## src/rtl/i2c_wm_pkg.sv

```systemverilog
package i2c_wm_pkg;

    typedef enum logic [1:0] {
        CMD_START,
        CMD_STOP,
        CMD_WBIT,
        CMD_RBIT
    } bus_cmd_e;

    typedef enum logic [3:0] {
        SQ_IDLE,
        SQ_START,
        SQ_ADDR,
        SQ_AACK,
        SQ_WBYTE,
        SQ_WACK,
        SQ_WAIT,
        SQ_RBYTE,
        SQ_RACK,
        SQ_STOP
    } seq_state_e;

    localparam logic [1:0] REG_CTRL = 2'd0;
    localparam logic [1:0] REG_TGT  = 2'd1;
    localparam logic [1:0] REG_DATA = 2'd2;
    localparam logic [1:0] REG_STAT = 2'd3;

    localparam int NFLAG     = 4;
    localparam int FL_DONE   = 0;
    localparam int FL_ANACK  = 1;
    localparam int FL_DNACK  = 2;
    localparam int FL_REFILL = 3;

endpackage

```

## src/rtl/i2c_wm_tick.sv

```systemverilog
module i2c_wm_tick #(
    parameter int DIV_W = 16
) (
    input  logic             clk,
    input  logic             rst,
    input  logic [DIV_W-1:0] div,
    output logic             tick
);
    typedef struct packed {
        logic [DIV_W-1:0] cnt;
    } tick_t;

    tick_t q, n;

    always_comb begin
        n    = q;
        tick = (q.cnt >= div);
        if (tick) n.cnt = '0;
        else      n.cnt = q.cnt + 1'b1;
    end

    always_ff @(posedge clk) begin
        if (rst) q <= '0;
        else     q <= n;
    end
endmodule

```

## src/rtl/i2c_wm_phy.sv

```systemverilog
module i2c_wm_phy
    import i2c_wm_pkg::*;
(
    input  logic     clk,
    input  logic     rst,
    input  logic     tick,
    input  logic     cmd_valid,
    input  bus_cmd_e cmd,
    input  logic     cmd_bit,
    input  logic     sda_in,
    output logic     busy,
    output logic     done,
    output logic     rbit,
    output logic     sda_o,
    output logic     scl_o
);
    typedef struct packed {
        logic     busy;
        bus_cmd_e cmd;
        logic     bitv;
        logic [1:0] ph;
        logic     rbit;
        logic     sda;
        logic     scl;
        logic     done;
    } phy_t;

    phy_t q, n;

    always_comb begin
        n      = q;
        n.done = 1'b0;
        if (!q.busy && cmd_valid) begin
            n.busy = 1'b1;
            n.cmd  = cmd;
            n.bitv = cmd_bit;
            n.ph   = 2'd0;
        end else if (q.busy && tick) begin
            case (q.cmd)
                CMD_START: begin
                    n.sda = (q.ph == 2'd0);
                    n.scl = (q.ph != 2'd3);
                end
                CMD_STOP: begin
                    n.sda = q.ph[1];
                    n.scl = (q.ph != 2'd0);
                end
                default: begin
                    n.sda = (q.cmd == CMD_RBIT) ? 1'b1 : q.bitv;
                    n.scl = (q.ph == 2'd1) || (q.ph == 2'd2);
                end
            endcase
            if (q.cmd == CMD_RBIT && q.ph == 2'd2) n.rbit = sda_in;
            n.ph = q.ph + 2'd1;
            if (q.ph == 2'd3) begin
                n.busy = 1'b0;
                n.done = 1'b1;
            end
        end
    end

    always_ff @(posedge clk) begin
        if (rst) begin
            q      <= '0;
            q.cmd  <= CMD_STOP;
            q.sda  <= 1'b1;
            q.scl  <= 1'b1;
            q.rbit <= 1'b1;
        end else begin
            q <= n;
        end
    end

    assign busy  = q.busy;
    assign done  = q.done;
    assign rbit  = q.rbit;
    assign sda_o = q.sda;
    assign scl_o = q.scl;

    // data and acknowledge bits never move SDA during the SCL high time
    assert_sda_hold_R12: assert property (@(posedge clk) disable iff (rst)
        (q.scl && $past(q.scl) && (q.cmd == CMD_WBIT || q.cmd == CMD_RBIT)
         && $past(q.cmd) == q.cmd) |-> $stable(q.sda));

    // the sequencer only hands over a command when the bit engine is free
    assert_cmd_idle_R12: assert property (@(posedge clk) disable iff (rst)
        cmd_valid |-> !q.busy);
endmodule

```

## src/rtl/i2c_word_master.sv

```systemverilog
module i2c_word_master
    import i2c_wm_pkg::*;
#(
    parameter int               CNT_W     = 8,
    parameter int               DIV_W     = 16,
    parameter logic [DIV_W-1:0] DIV_RESET = 16'd24
) (
    input  logic        clk,
    input  logic        rst,
    input  logic        reg_we,
    input  logic [1:0]  reg_addr,
    input  logic [31:0] reg_wdata,
    output logic [31:0] reg_rdata,
    output logic        irq,
    input  logic        scl_in,
    input  logic        sda_in,
    output logic        scl_oe,
    output logic        sda_oe
);
    localparam int CNT_LSB = 8;
    localparam int DIV_LSB = 16;

    typedef struct packed {
        seq_state_e       st;
        logic             issued;
        logic             err;
        logic [2:0]       bitn;
        logic [7:0]       sh;
        logic [31:0]      data;
        logic [1:0]       bidx;
        logic             wfull;
        logic [6:0]       slv;
        logic             dir;
        logic [CNT_W-1:0] cnt;
        logic [NFLAG-1:0] ie;
        logic [NFLAG-1:0] flags;
        logic             en;
        logic             swm;
        logic             swsda;
        logic             swscl;
        logic [DIV_W-1:0] div;
    } ctl_t;

    ctl_t q, n;

    logic       tick;
    logic       cmd_valid;
    bus_cmd_e   cmd;
    logic       cmd_bit;
    logic       phy_busy, phy_done, phy_rbit, phy_sda, phy_scl;
    logic [NFLAG-1:0] set_f, clr_f;
    logic       do_load, ack_ok, tgt_wr;
    logic [4:0] byte_lsb;

    i2c_wm_tick #(.DIV_W(DIV_W)) u_tick (
        .clk  (clk),
        .rst  (rst),
        .div  (q.div),
        .tick (tick)
    );

    i2c_wm_phy u_phy (
        .clk       (clk),
        .rst       (rst),
        .tick      (tick),
        .cmd_valid (cmd_valid),
        .cmd       (cmd),
        .cmd_bit   (cmd_bit),
        .sda_in    (sda_in),
        .busy      (phy_busy),
        .done      (phy_done),
        .rbit      (phy_rbit),
        .sda_o     (phy_sda),
        .scl_o     (phy_scl)
    );

    always_comb begin
        n         = q;
        set_f     = '0;
        clr_f     = '0;
        do_load   = 1'b0;
        ack_ok    = 1'b0;
        cmd       = CMD_START;
        cmd_bit   = 1'b1;
        byte_lsb  = {~q.bidx, 3'b000};
        tgt_wr    = reg_we && (reg_addr == REG_TGT);

        // host side
        if (reg_we) begin
            case (reg_addr)
                REG_CTRL: begin
                    n.ie    = reg_wdata[NFLAG-1:0];
                    clr_f   = reg_wdata[2*NFLAG-1:NFLAG];
                    n.en    = reg_wdata[8];
                    n.swm   = reg_wdata[9];
                    n.swsda = reg_wdata[10];
                    n.swscl = reg_wdata[11];
                    n.div   = reg_wdata[DIV_LSB +: DIV_W];
                end
                REG_TGT: begin
                    n.slv = reg_wdata[6:0];
                    n.dir = reg_wdata[7];
                    n.cnt = reg_wdata[CNT_LSB +: CNT_W];
                end
                REG_DATA: begin
                    n.data  = reg_wdata;
                    n.wfull = 1'b1;
                    n.bidx  = 2'd0;
                    if (q.st == SQ_IDLE && q.en && !q.swm) begin
                        n.st     = SQ_START;
                        n.issued = 1'b0;
                        n.err    = 1'b0;
                    end
                end
                default: ;
            endcase
        end

        // command selection for the bit engine
        case (q.st)
            SQ_START:                   cmd = CMD_START;
            SQ_ADDR, SQ_WBYTE:          begin cmd = CMD_WBIT; cmd_bit = q.sh[7]; end
            SQ_AACK, SQ_WACK, SQ_RBYTE: cmd = CMD_RBIT;
            SQ_RACK:                    begin cmd = CMD_WBIT; cmd_bit = (q.cnt == '0); end
            default:                    cmd = CMD_STOP;
        endcase
        cmd_valid = !q.issued && (q.st != SQ_IDLE) && (q.st != SQ_WAIT);
        if (cmd_valid) n.issued = 1'b1;

        // sequencer
        if (phy_done) begin
            n.issued = 1'b0;
            case (q.st)
                SQ_START: begin
                    n.st   = SQ_ADDR;
                    n.sh   = {q.slv, q.dir};
                    n.bitn = 3'd7;
                end
                SQ_ADDR, SQ_WBYTE: begin
                    n.sh   = {q.sh[6:0], 1'b0};
                    n.bitn = q.bitn - 3'd1;
                    if (q.bitn == 3'd0) n.st = (q.st == SQ_ADDR) ? SQ_AACK : SQ_WACK;
                end
                SQ_AACK: begin
                    if (phy_rbit) begin
                        set_f[FL_ANACK] = 1'b1;
                        n.err           = 1'b1;
                        n.st            = SQ_STOP;
                    end else begin
                        ack_ok = 1'b1;
                    end
                end
                SQ_WACK: begin
                    if (phy_rbit) begin
                        set_f[FL_DNACK] = 1'b1;
                        n.err           = 1'b1;
                        n.st            = SQ_STOP;
                    end else begin
                        ack_ok = 1'b1;
                    end
                end
                SQ_RBYTE: begin
                    n.sh = {q.sh[6:0], phy_rbit};
                    if (q.bitn == 3'd0) begin
                        n.data[byte_lsb +: 8] = {q.sh[6:0], phy_rbit};
                        n.cnt  = q.cnt - 1'b1;
                        n.bidx = q.bidx + 2'd1;
                        if (q.bidx == 2'd3 && q.cnt != CNT_W'(1)) set_f[FL_REFILL] = 1'b1;
                        n.st = SQ_RACK;
                    end else begin
                        n.bitn = q.bitn - 3'd1;
                    end
                end
                SQ_RACK: begin
                    if (q.cnt == '0) begin
                        n.st = SQ_STOP;
                    end else begin
                        n.st   = SQ_RBYTE;
                        n.bitn = 3'd7;
                    end
                end
                SQ_STOP: begin
                    n.st = SQ_IDLE;
                    if (!q.err) set_f[FL_DONE] = 1'b1;
                end
                default: ;
            endcase
        end

        if (q.st == SQ_WAIT && q.wfull) do_load = 1'b1;

        if (ack_ok) begin
            if (q.cnt == '0) begin
                n.st = SQ_STOP;
            end else if (q.dir) begin
                n.st   = SQ_RBYTE;
                n.bitn = 3'd7;
            end else if (q.wfull) begin
                do_load = 1'b1;
            end else begin
                n.st = SQ_WAIT;
            end
        end

        if (do_load) begin
            n.sh   = q.data[byte_lsb +: 8];
            n.bitn = 3'd7;
            n.st   = SQ_WBYTE;
            n.cnt  = q.cnt - 1'b1;
            n.bidx = q.bidx + 2'd1;
            if (q.bidx == 2'd3) begin
                n.wfull = 1'b0;
                if (q.cnt != CNT_W'(1)) set_f[FL_REFILL] = 1'b1;
            end
        end

        n.flags = (q.flags & ~clr_f) | set_f;
    end

    always_ff @(posedge clk) begin
        if (rst) begin
            q     <= '0;
            q.st  <= SQ_IDLE;
            q.div <= DIV_RESET;
        end else begin
            q <= n;
        end
    end

    logic sda_lvl, scl_lvl;
    assign sda_lvl = q.swm ? q.swsda : phy_sda;
    assign scl_lvl = q.swm ? q.swscl : phy_scl;
    assign sda_oe  = ~sda_lvl;
    assign scl_oe  = ~scl_lvl;
    assign irq     = |(q.flags & q.ie);

    always_comb begin
        case (reg_addr)
            REG_CTRL: reg_rdata = (32'(q.div) << DIV_LSB)
                                | {20'd0, q.swscl, q.swsda, q.swm, q.en, 4'd0, q.ie};
            REG_TGT:  reg_rdata = (32'(q.cnt) << CNT_LSB) | {24'd0, q.dir, q.slv};
            REG_DATA: reg_rdata = q.data;
            default:  reg_rdata = {25'd0, (q.st != SQ_IDLE), scl_in, sda_in, q.flags};
        endcase
    end

    // apart from a target write, the byte total only ever steps down by one
    assert_count_step_R3: assert property (@(posedge clk) disable iff (rst)
        (!$past(tgt_wr) && q.cnt != $past(q.cnt)) |-> q.cnt == $past(q.cnt) - 1'b1);

    // an unanswered address leaves the byte total untouched
    assert_anack_count_R6: assert property (@(posedge clk) disable iff (rst)
        $rose(q.flags[FL_ANACK]) |-> $stable(q.cnt));

    // completion is reported only once the STOP has released both lines
    assert_done_released_R5: assert property (@(posedge clk) disable iff (rst)
        $rose(q.flags[FL_DONE]) |-> (phy_sda && phy_scl));

    // a disabled idle block stays idle
    assert_disabled_idle_R11: assert property (@(posedge clk) disable iff (rst)
        ($past(q.st) == SQ_IDLE && !$past(q.en)) |-> q.st == SQ_IDLE);
endmodule

```

## config.mk

```make
export PLATFORM = sky130hd
export DESIGN_NAME = i2c_word_master
export DESIGN_NICKNAME = d
export VERILOG_FILES = /design/src/rtl/i2c_wm_pkg.sv /design/src/rtl/i2c_wm_tick.sv /design/src/rtl/i2c_wm_phy.sv /design/src/rtl/i2c_word_master.sv
export SDC_FILE = /design/constraint.sdc
export NUM_CORES = 1
export LEC_CHECK = 0
export BUFFER_PORTS_ARGS = -buffer_cell sky130_fd_sc_hd__buf_2
export CORE_ASPECT_RATIO = 2
export CORE_MARGIN = 5
export CORE_UTILIZATION = 54
export CTS_CLUSTER_DIAMETER = 60
export DETAILED_ROUTE_END_ITERATION = 10
export GPL_TIMING_DRIVEN = 1
export PLACE_DENSITY = 0.77
export SETUP_SLACK_MARGIN = 0.05
export SYNTH_ARGS = -nofsm -noshare
export SYNTH_HDL_FRONTEND = slang
export SYNTH_SLANG_ARGS = --single-unit
```

## constraint.sdc

```tcl
create_clock -name clk -period 2.1 [get_ports clk]
set_input_delay 0.21 -clock clk [delete_from_list [all_inputs] [get_ports clk]]
set_output_delay 0.21 -clock clk [all_outputs]
set_load 0.005 [all_outputs]
```

==> results of run 1 <==
[sequential cells by signal (all words and copies together), names as in the netlist]
| signal | flops |
|---|---|
| u_tick.q | 16 |
| u_phy.busy | 1 |
| u_phy.rbit | 1 |
| u_phy.scl_o | 1 |
| u_phy.sda_o | 1 |
| u_phy.done | 1 |
| q | 96 |
| u_phy.q | 5 |
[power by group through the flow]
stage | Clock, W | Sequential, W | Combinational, W
CTS | 0.00306 | 0.00243 | 0.000545
finish | 0.00307 | 0.00243 | 0.000609
floorplan | 0 | 0.00245 | 0.000309
global route | 0.00317 | 0.00244 | 0.000653
global placement | 0 | 0.00247 | 0.000510
detailed placement | 0 | 0.00247 | 0.000519
[final timing paths]
path / start / to / cells after the start
max: q[13]$_SDFFE_PP0P_ / u_tick.q[10]$_SDFF_PP0_ / 10
min: reg_wdata[20] / q[4]$_SDFFE_PP1P_ / 2
max reg2reg: q[13]$_SDFFE_PP0P_ / u_tick.q[10]$_SDFF_PP0_ / 10
min reg2reg: u_tick.q[0]$_SDFF_PP0_ / u_tick.q[0]$_SDFF_PP0_ / 1
[final cells by class]
type | instances | area share (%)
Multi-Input combinational cell | 702 | 50.5
Sequential cell | 122 | 26.3
Timing Repair Buffer | 175 | 13.3
Clock buffer | 20 | 4.77
Tap cell | 152 | 2.03
Clock inverter | 12 | 1.76
Inverter | 33 | 1.32
[synthesized netlist by cell type, drive strengths merged (5+ instances only)]
cell / n
nor2b: 7
a31oi: 35
nand2: 178
nor4: 5
mux4: 12
a2111oi: 5
mux2: 5
and2: 12
xnor2: 9
nor2: 106
a211o: 8
ha: 29
o21ai: 23
buf: 20
a311oi: 7
nand3: 17
mux2i: 29
dfxtp: 122
clkbuf: 42
and3: 9
nand2b: 10
xor2: 11
a21oi: 101
o22ai: 6
a211oi: 7
nor3: 22
inv: 33
a22o: 8
[layer usage]
layer / vias up / share of wire [%]
li1: 3474 / -
met1: 3624 / 34
met2: 390 / 52
met3: 133 / 6.5
met4: 0 / 7.2
met5: - / 0
[timing repair]
action | 4_1_cts | 5_1_grt
gates resized for setup | 24 | 88
buffers inserted | 1 | 6
endpoints found under the setup margin | 70 | 62
pin swaps | 10 | 40
gates cloned | 0 | 1
[cell usage in the layout, fill, tap and decap left out, drive strengths merged, types with 3 or more instances in the layout]
cell / Yosys / layout
nand2: 178 / 178
buf: 20 / 174
dfxtp: 122 / 122
nor2: 106 / 106
a21oi: 101 / 101
a31oi: 35 / 35
inv: 33 / 35
mux2i: 29 / 29
ha: 29 / 29
o21ai: 23 / 23
nor3: 22 / 22
clkbuf: 42 / 21
nand3: 17 / 17
mux4: 12 / 12
and2: 12 / 12
xor2: 11 / 11
nand2b: 10 / 10
and3: 9 / 9
xnor2: 9 / 9
a22o: 8 / 8
a211o: 8 / 8
nor2b: 7 / 7
a311oi: 7 / 7
a211oi: 7 / 7
o22ai: 6 / 6
mux2: 5 / 5
nor4: 5 / 5
a2111oi: 5 / 5
nand4: 4 / 4
clkinv: 0 / 4
or2: 4 / 4
a22oi: 3 / 3
clkinvlp: 0 / 3
bufinv: 0 / 3
o21a: 3 / 3
[critical path, delay by kind of cell, from the launching register on]
family | cells | cell delay, ns
and+or+nand+nor | 2 | 0.36
adders and majority gates | 1 | 0.33
buffers and inverters | 3 | 0.42
AOI/OAI and AO/OA | 4 | 0.59
DFF | 1 | 0.34
[cell families (layout without fill, tap and decap cells)]
| kind of cell | after synthesis | in the layout | synth area share (%) |
|---|---|---|---|
| mux | 46 | 46 | 8.65 |
| flops | 122 | 122 | 34.2 |
| fa+ha+maj | 29 | 29 | 5.09 |
| buf+inv | 95 | 240 | 5.68 |
| compound gates | 220 | 220 | 19.7 |
| xor+xnor | 20 | 20 | 2.67 |
| simple gates | 387 | 387 | 24.0 |
[through the flow]
stage               instances  util [%]  area [µm²]
floorplan                 919         -        7130
global placement         1176      63.1        8200
detailed placement       1176      63.1        8200
CTS                      1209      68.9        8950
global route             1216      72.1        9370
finish                   1216      72.1        9370
==> summary.md, run 1 <==
The die covers 0.0157 mm². The cell with the largest stage delay on the worst path is dfxtp_1. During placement, the flow inserted port buffers numbering 73.

Data on the critical path is required at its endpoint by 2.46 ns. The period utilization works out to 101%. After detailed routing, the total wire length is 26200 µm. Static timing analysis puts the maximum clock frequency at 472 MHz. The final count of hold timing violations was 0; the H-tree depth reported by CTS was 4. The count of yosys warnings during synthesis came out at 0. By area the synthesized netlist is led by dfxtp_1 (34%), nand2_1 (9.4%), a21oi_1 (6.9%). The critical path goes through inv_1 -> ha_1 -> a21oi_2 -> o21ai_2 -> a2111oi_4 -> buf_4 -> a21oi_4 -> or2_4 -> clkbuf_16 -> nor2_4. After detailed routing, the number of vias per cell comes to 6.27. The number of buffers added by the clock tree synthesis step is 17, and the maximum cell stage delay along the critical path is 0.34 ns. In this run the worst hold path is classified as input port to register. For the number of routed nets with antenna violations, the log shows 0. The tools report the static leakage as 3.69 nW. The tools report the routability congestion estimate from global placement as 0.994.

The number of cells produced by synthesis is 919. The floorplan step set the die width to 91.3 µm. On the final layout, the worst clock skew is 0.0165 ns.

In the global route stage, met2 resource usage came out at 55.6%. Of all nets on the critical path, the largest fanout is 8. The checks that failed: negative setup slack. The tools report the via count of the routed design as 7621. Per report_power, the sequential group accounts for 39.8% of the total. The number of global-route vias before repair is 7477. The portion of the post-synthesis area used by sequential elements was 34.2%. The run gives -0.0166 ns as the worst path setup slack after routing.

The tools report the number of max-slew violations in the final report as 0. The post-route netlist has 29.5% of its cells at a drive strength greater than 1. Of the total power, combinational logic draws 10.0%. The sequential cells in the finished layout cover a total of 0.00246 mm². The clock net in this run drives a total of 122 sinks. Count of endpoints failing setup in the final report: 3. Counting every net in the synthesized netlist gives 987.

The residual overflow from global routing is 0. The worst setup path is of the register to register kind. Timing analysis after detailed placement gives a worst setup slack of -0.0577 ns. The smallest clock period supported by the final layout is computed as 2.12 ns.

Global routing used 6.35% of the available met3 tracks. After clock tree synthesis, the clock-pin slew on the worst setup and hold paths is 0.07 ns. The top cell type's share of synthesized area is 34.2%, and the setup TNS is -0.0239 ns. The synthesized design spends more area on one cell type than any other, namely dfxtp_1. In this run, synthesis produced a sequential element count of 122. Placeable core region: 0.0130 mm².

After detailed routing, the average wire length per cell comes to 21.5 µm. After synthesis, the share of flip-flops with an asynchronous set or reset is 0%. In this run, post-CTS hold repair placed 0 buffers. The first routing iteration left 621 violations. In the routed design, unresolved DRC markers number 0. For the number of placed I/O pins, the log shows 74. Net switching is 25.7% of the power. The transition time at the pin with the least slew margin is 0.527 ns.

The post-layout total power came out at 0.00611 W. Once the floorplan was initialized, standard cells occupied 54.9% of the core. The number of synthesized flops with an enable pin came out at 0. The first TritonRoute pass finished after 5 iterations. For this run, the leading register cell type out of synthesis is dfxtp_1. The tree is rooted in a clkbuf_16. The max capacitance violation total was 0.

The clock insertion delay at the later pin of the skew report is 0.43 ns, and the number of fill cells is 968. The number of distinct library cells after synthesis came out at 71. On the final layout, the worst hold slack is 0.00146 ns. Minimum setup slack among reg-to-reg paths: -0.02 ns. The maximum count of clock buffers along a single path is 2, and the cell-internal power is 0.00454 W.

The number of antenna cells inserted is 0, and the final net count is 1119. TritonCTS built the clock tree. The run finished, with violations left. The worst setup path is captured at a register. The worst setup path is launched from a register. The cell area power density was 652 mW/mm². Summed over all nets, the switching power comes to 0.00157 W. The tools report the cell row count as 59. Pin count of the biggest net entering global routing: 41. The first global-routing pass estimated 39200 µm of wire. At the worst endpoint, the arrival time is 2.48 ns. The floorplan die height came out at 173 µm.

Global routing used 31.4% of the available tracks. The worst relative slew slack was 64.5%. The met1 global-route usage was 32.9%. met2 is the most crowded layer.

The area growth from synthesis to layout is 31.3%. The average instance area after synthesis was 7.76 µm². Setup repair after global routing could not meet its margin everywhere. The run gives 0.00713 mm² as the synthesized area. The run gives 600 µV as the worst ir drop on vdd. Per report_power, the clock group accounts for 50.2% of the total. The wire-length estimate of the detail-placed layout is 17700 µm. Summing all multi-input logic gate instances after layout gives 0.00473 mm². The tools report the initial antenna violation count as 0.
(Power assumes the default switching activity.)
==> inputs of run 2 (changes only) <==
==> constraint.sdc (replaced) <==
create_clock -name clk -period 2.1 [get_ports clk]
set_input_delay 0 -clock clk [delete_from_list [all_inputs] [get_ports clk]]
set_output_delay 0 -clock clk [all_outputs]
set_load 0.005 [all_outputs]
==> run 2 against run 1 <==
  * The flow still finishes with violations (negative setup slack)
  * Clock power fell by 8.1%
  * Register-to-register slack hardly changed
  * Die area stayed put
  * Routed wire length down 2.1%
  * Largest power group unchanged
  * Combinational power up 4.6%
  * Sequential share of layout area down 0.29 points
  * Sequential power barely moved
  * Clock skew down 0.0051 ns
  * Final cell count grew 2.1%
  * Critical path type unchanged
==> summary.md, run 2 (synthesized netlist as in run 1, its figures left out) <==
The worst path setup slack after routing was -0.0135 ns (+0.00308 ns). For the number of remaining DRC errors, the log shows 0 (unchanged). The final design instance area without fill was 0.00949 mm² (+1.3%). The number of I/O port buffers was 73 (unchanged); the number of max-slew violations in the final report was 0 (unchanged). Maximum cell stage delay along the critical path: 0.34 ns (about the same). The shortest period the worst path allows was 2.11 ns (-0.00308 ns); the final count of hold timing violations was 0 (unchanged).

The final net count was 1145 (+2.3%); the post-synthesis to final-layout area growth was 33.0%. The tools report the pin count of the biggest net entering global routing as 37 (-9.8%). The floorplan die height was 173 µm (unchanged); the endpoint required time on the critical path was 2.45 ns (about the same). For the number of buffers added by the clock tree synthesis step, the log shows 17 (unchanged).

In the layout the commonest cells are nand2_1 (176), dfxtp_1 (102), nor2_1 (99). Routed wirelength normalized by instance count: 20.7 µm (-4.1%). The worst ir drop on vdd was 709 µV (+18%). Post-route clock skew: 0.0114 ns (-0.00507 ns). The maximum achievable frequency is 473 MHz (+0.15%), and the worst path buffer plus inverter count is 2 (-1). Worst relative slew slack: 56.8% (-7.7 points).

The most common cell after layout, fill and taps aside is nand2_1. The placed wire-length estimate after detailed placement is 17400 µm (-1.6%). The run gives 0 (unchanged) as the initial antenna violation count. The transition time at the pin with the least slew margin is 0.644 ns (+0.118 ns), and the die outline area is 0.0157 mm² (unchanged).

The worst hold path cell count is 5 (+3), and the routability congestion estimate from global placement is 0.992 (-0.19%). The tools report the category of the worst setup path launch point as a register. The number of flip-flops in the largest register is 96 (unchanged), and the wire length of the first global-routing pass is 39000 µm (-0.46%). The tools report the global-route total usage across every layer as 31.1% (-0.35 points). The flow ran to the end, but the final reports show violations. The logs give -0.116 ns (-0.0586 ns) for the pre-CTS worst setup slack and 0.00813 mm² (-0.85%) for the total placed instance area.

The number of antenna cells inserted is 0 (unchanged), and the count of placed standard cells in the final layout, fillers left out is 1242 (+2.1%). The residual overflow from global routing is 0 (unchanged), and the cell row count is 59 (unchanged). The kind of cell adding the most delay to the critical path is compound AO/OA/AOI/OAI gates. The number of placed I/O pins came out at 74 (unchanged). Cell with the largest stage delay on the worst path: dfxtp_2.

The clock insertion delay at the later pin of the skew report came out at 0.42 ns (about the same). The width of the die was 91.3 µm (unchanged). Static leakage: 3.76 nW (+2.1%). The number of cells on the critical path came out at 9 (-1).

The post-detailed-route via-to-cell ratio is 6.25 (-0.33%). TritonCTS built the clock tree. The initial DRC count came out at 784 (+26%). Setup repair after global routing could not meet its margin everywhere.

The logs give 2.46 ns (-0.02 ns) for the worst endpoint data arrival time and 6 (+1) for the number of iterations in the first detailed-routing pass. The min-delay analysis places its worst path in the category input port to register. The tools report the H-tree depth reported by CTS as 4 (unchanged).

The checks that failed: negative setup slack. The cell area power density was 621 mW/mm² (-4.8%); the count of endpoints failing setup in the final report was 1 (-2). The max capacitance violation total came out at 0 (unchanged). The largest registers in the layout are q: 96 flops, u_tick.q: 16 flops, u_phy.q: 5 flops. The clock-pin slew of the registers on the worst-case setup and hold paths works out to 0.06 ns (about the same). Path depth of the worst reg2reg path: 9 (-1).

Type of destination of the critical path: a register. Number of routed nets with antenna violations: 0 (unchanged). The largest fanout on the critical path was 8 (unchanged). CTS placed an instance of clkbuf_16 at the clock tree root. Clock sink count: 122 (unchanged).

The register with the most flip-flops is q. The maximum count of clock buffers along a single path was 2 (unchanged); the post-detailed-routing wire length was 25700 µm (-2.1%). Walking the worst path, the cells encountered are inv_1 -> ha_1 -> o2111a_1 -> a211oi_2 -> o21ba_4 -> a21oi_1 -> or2_4 -> clkbuf_16 -> nor2_1. Number of cells in the design after placement: 1165 (-0.94%). The number of global-route vias before repair is 7651 (+2.3%). The critical path in this run is classified as register to register.

The period utilization was 101% (-0.15 points); the fraction of layout cells with a size suffix above 1 was 27.4% (-2.1 points). The initial cell density of the core was 54.9% (unchanged); the placeable core region was 0.0130 mm² (unchanged). The via count of the routed design was 7758 (+1.8%). Setup TNS: -0.0135 ns (+0.0104 ns).
## run 2: repair_timing
| item | CTS | global route |
|---|---|---|
| resized for setup | 24 | 65 |
| hold buffers | 34 | 0 |
| buffers inserted | 3 | 7 |
| gates cloned | 0 | 1 |
| hold endpoints to repair | 54 | 0 |
| setup endpoints to repair | 77 | 76 |
| pin swaps | 12 | 24 |
## run 2: through the flow
step,util (%),hold WS (ns),power (W)
global placement,62.6,0.228,0.00299
CTS,70.6,0.201,0.00585
floorplan,-,0.118,0.00276
finish,73.0,0.232,0.00589
global route,73.0,0.229,0.00605
detailed placement,62.6,0.229,0.00300
## run 2: layout make-up
type / instances / area, µm²
clock buffer: 21 / 450
clock inverter: 11 / 114
fill: 929 / 3500
inverter: 33 / 124
multi-input combinational: 702 / 4580
sequential: 122 / 2470
tap: 152 / 190
timing repair buffer: 201 / 1560
## run 2: worst register-to-register path, stage by stage, from the launching register on
cell,delay (ns)
dfxtp_2,0.34
inv_1,0.05
ha_1,0.29
o2111a_1,0.27
a211oi_2,0.24
o21ba_4,0.21
a21oi_1,0.06
or2_4,0.30
clkbuf_16,0.17
nor2_1,0.11
## run 2: worst paths after layout
| kind | start | to | slack [ns] |
|---|---|---|---|
| min reg2reg | u_phy.q[6]$_SDFFE_PP0P_ | u_phy.q[6]$_SDFFE_PP0P_ | 0.46 |
| max reg2reg | q[8]$_SDFFE_PP0P_ | u_tick.q[0]$_SDFF_PP0_ | -0.01 |
| max | q[8]$_SDFFE_PP0P_ | u_tick.q[0]$_SDFF_PP0_ | -0.01 |
| min | reg_we | q[17]$_SDFFE_PP0P_ | 0.23 |
## run 2: per-layer routing
metal | track usage [%] | part of all wire, % | vias to the layer above
met5 | 0 | 0 | -
li1 | - | - | 3534
met2 | 52.6 | 50 | 473
met4 | 24.8 | 8.7 | 0
met1 | 33.1 | 34 | 3583
met3 | 5.57 | 7.1 | 168
## run 2: report_power, final
part           total, W  internal [W]  switching (W)  leakage, nW
logic          0.000637      0.000295       0.000342         2.50
clock network   0.00282       0.00168        0.00115        0.265
registers       0.00243       0.00237      0.0000629        0.996
total           0.00589       0.00434        0.00155         3.76
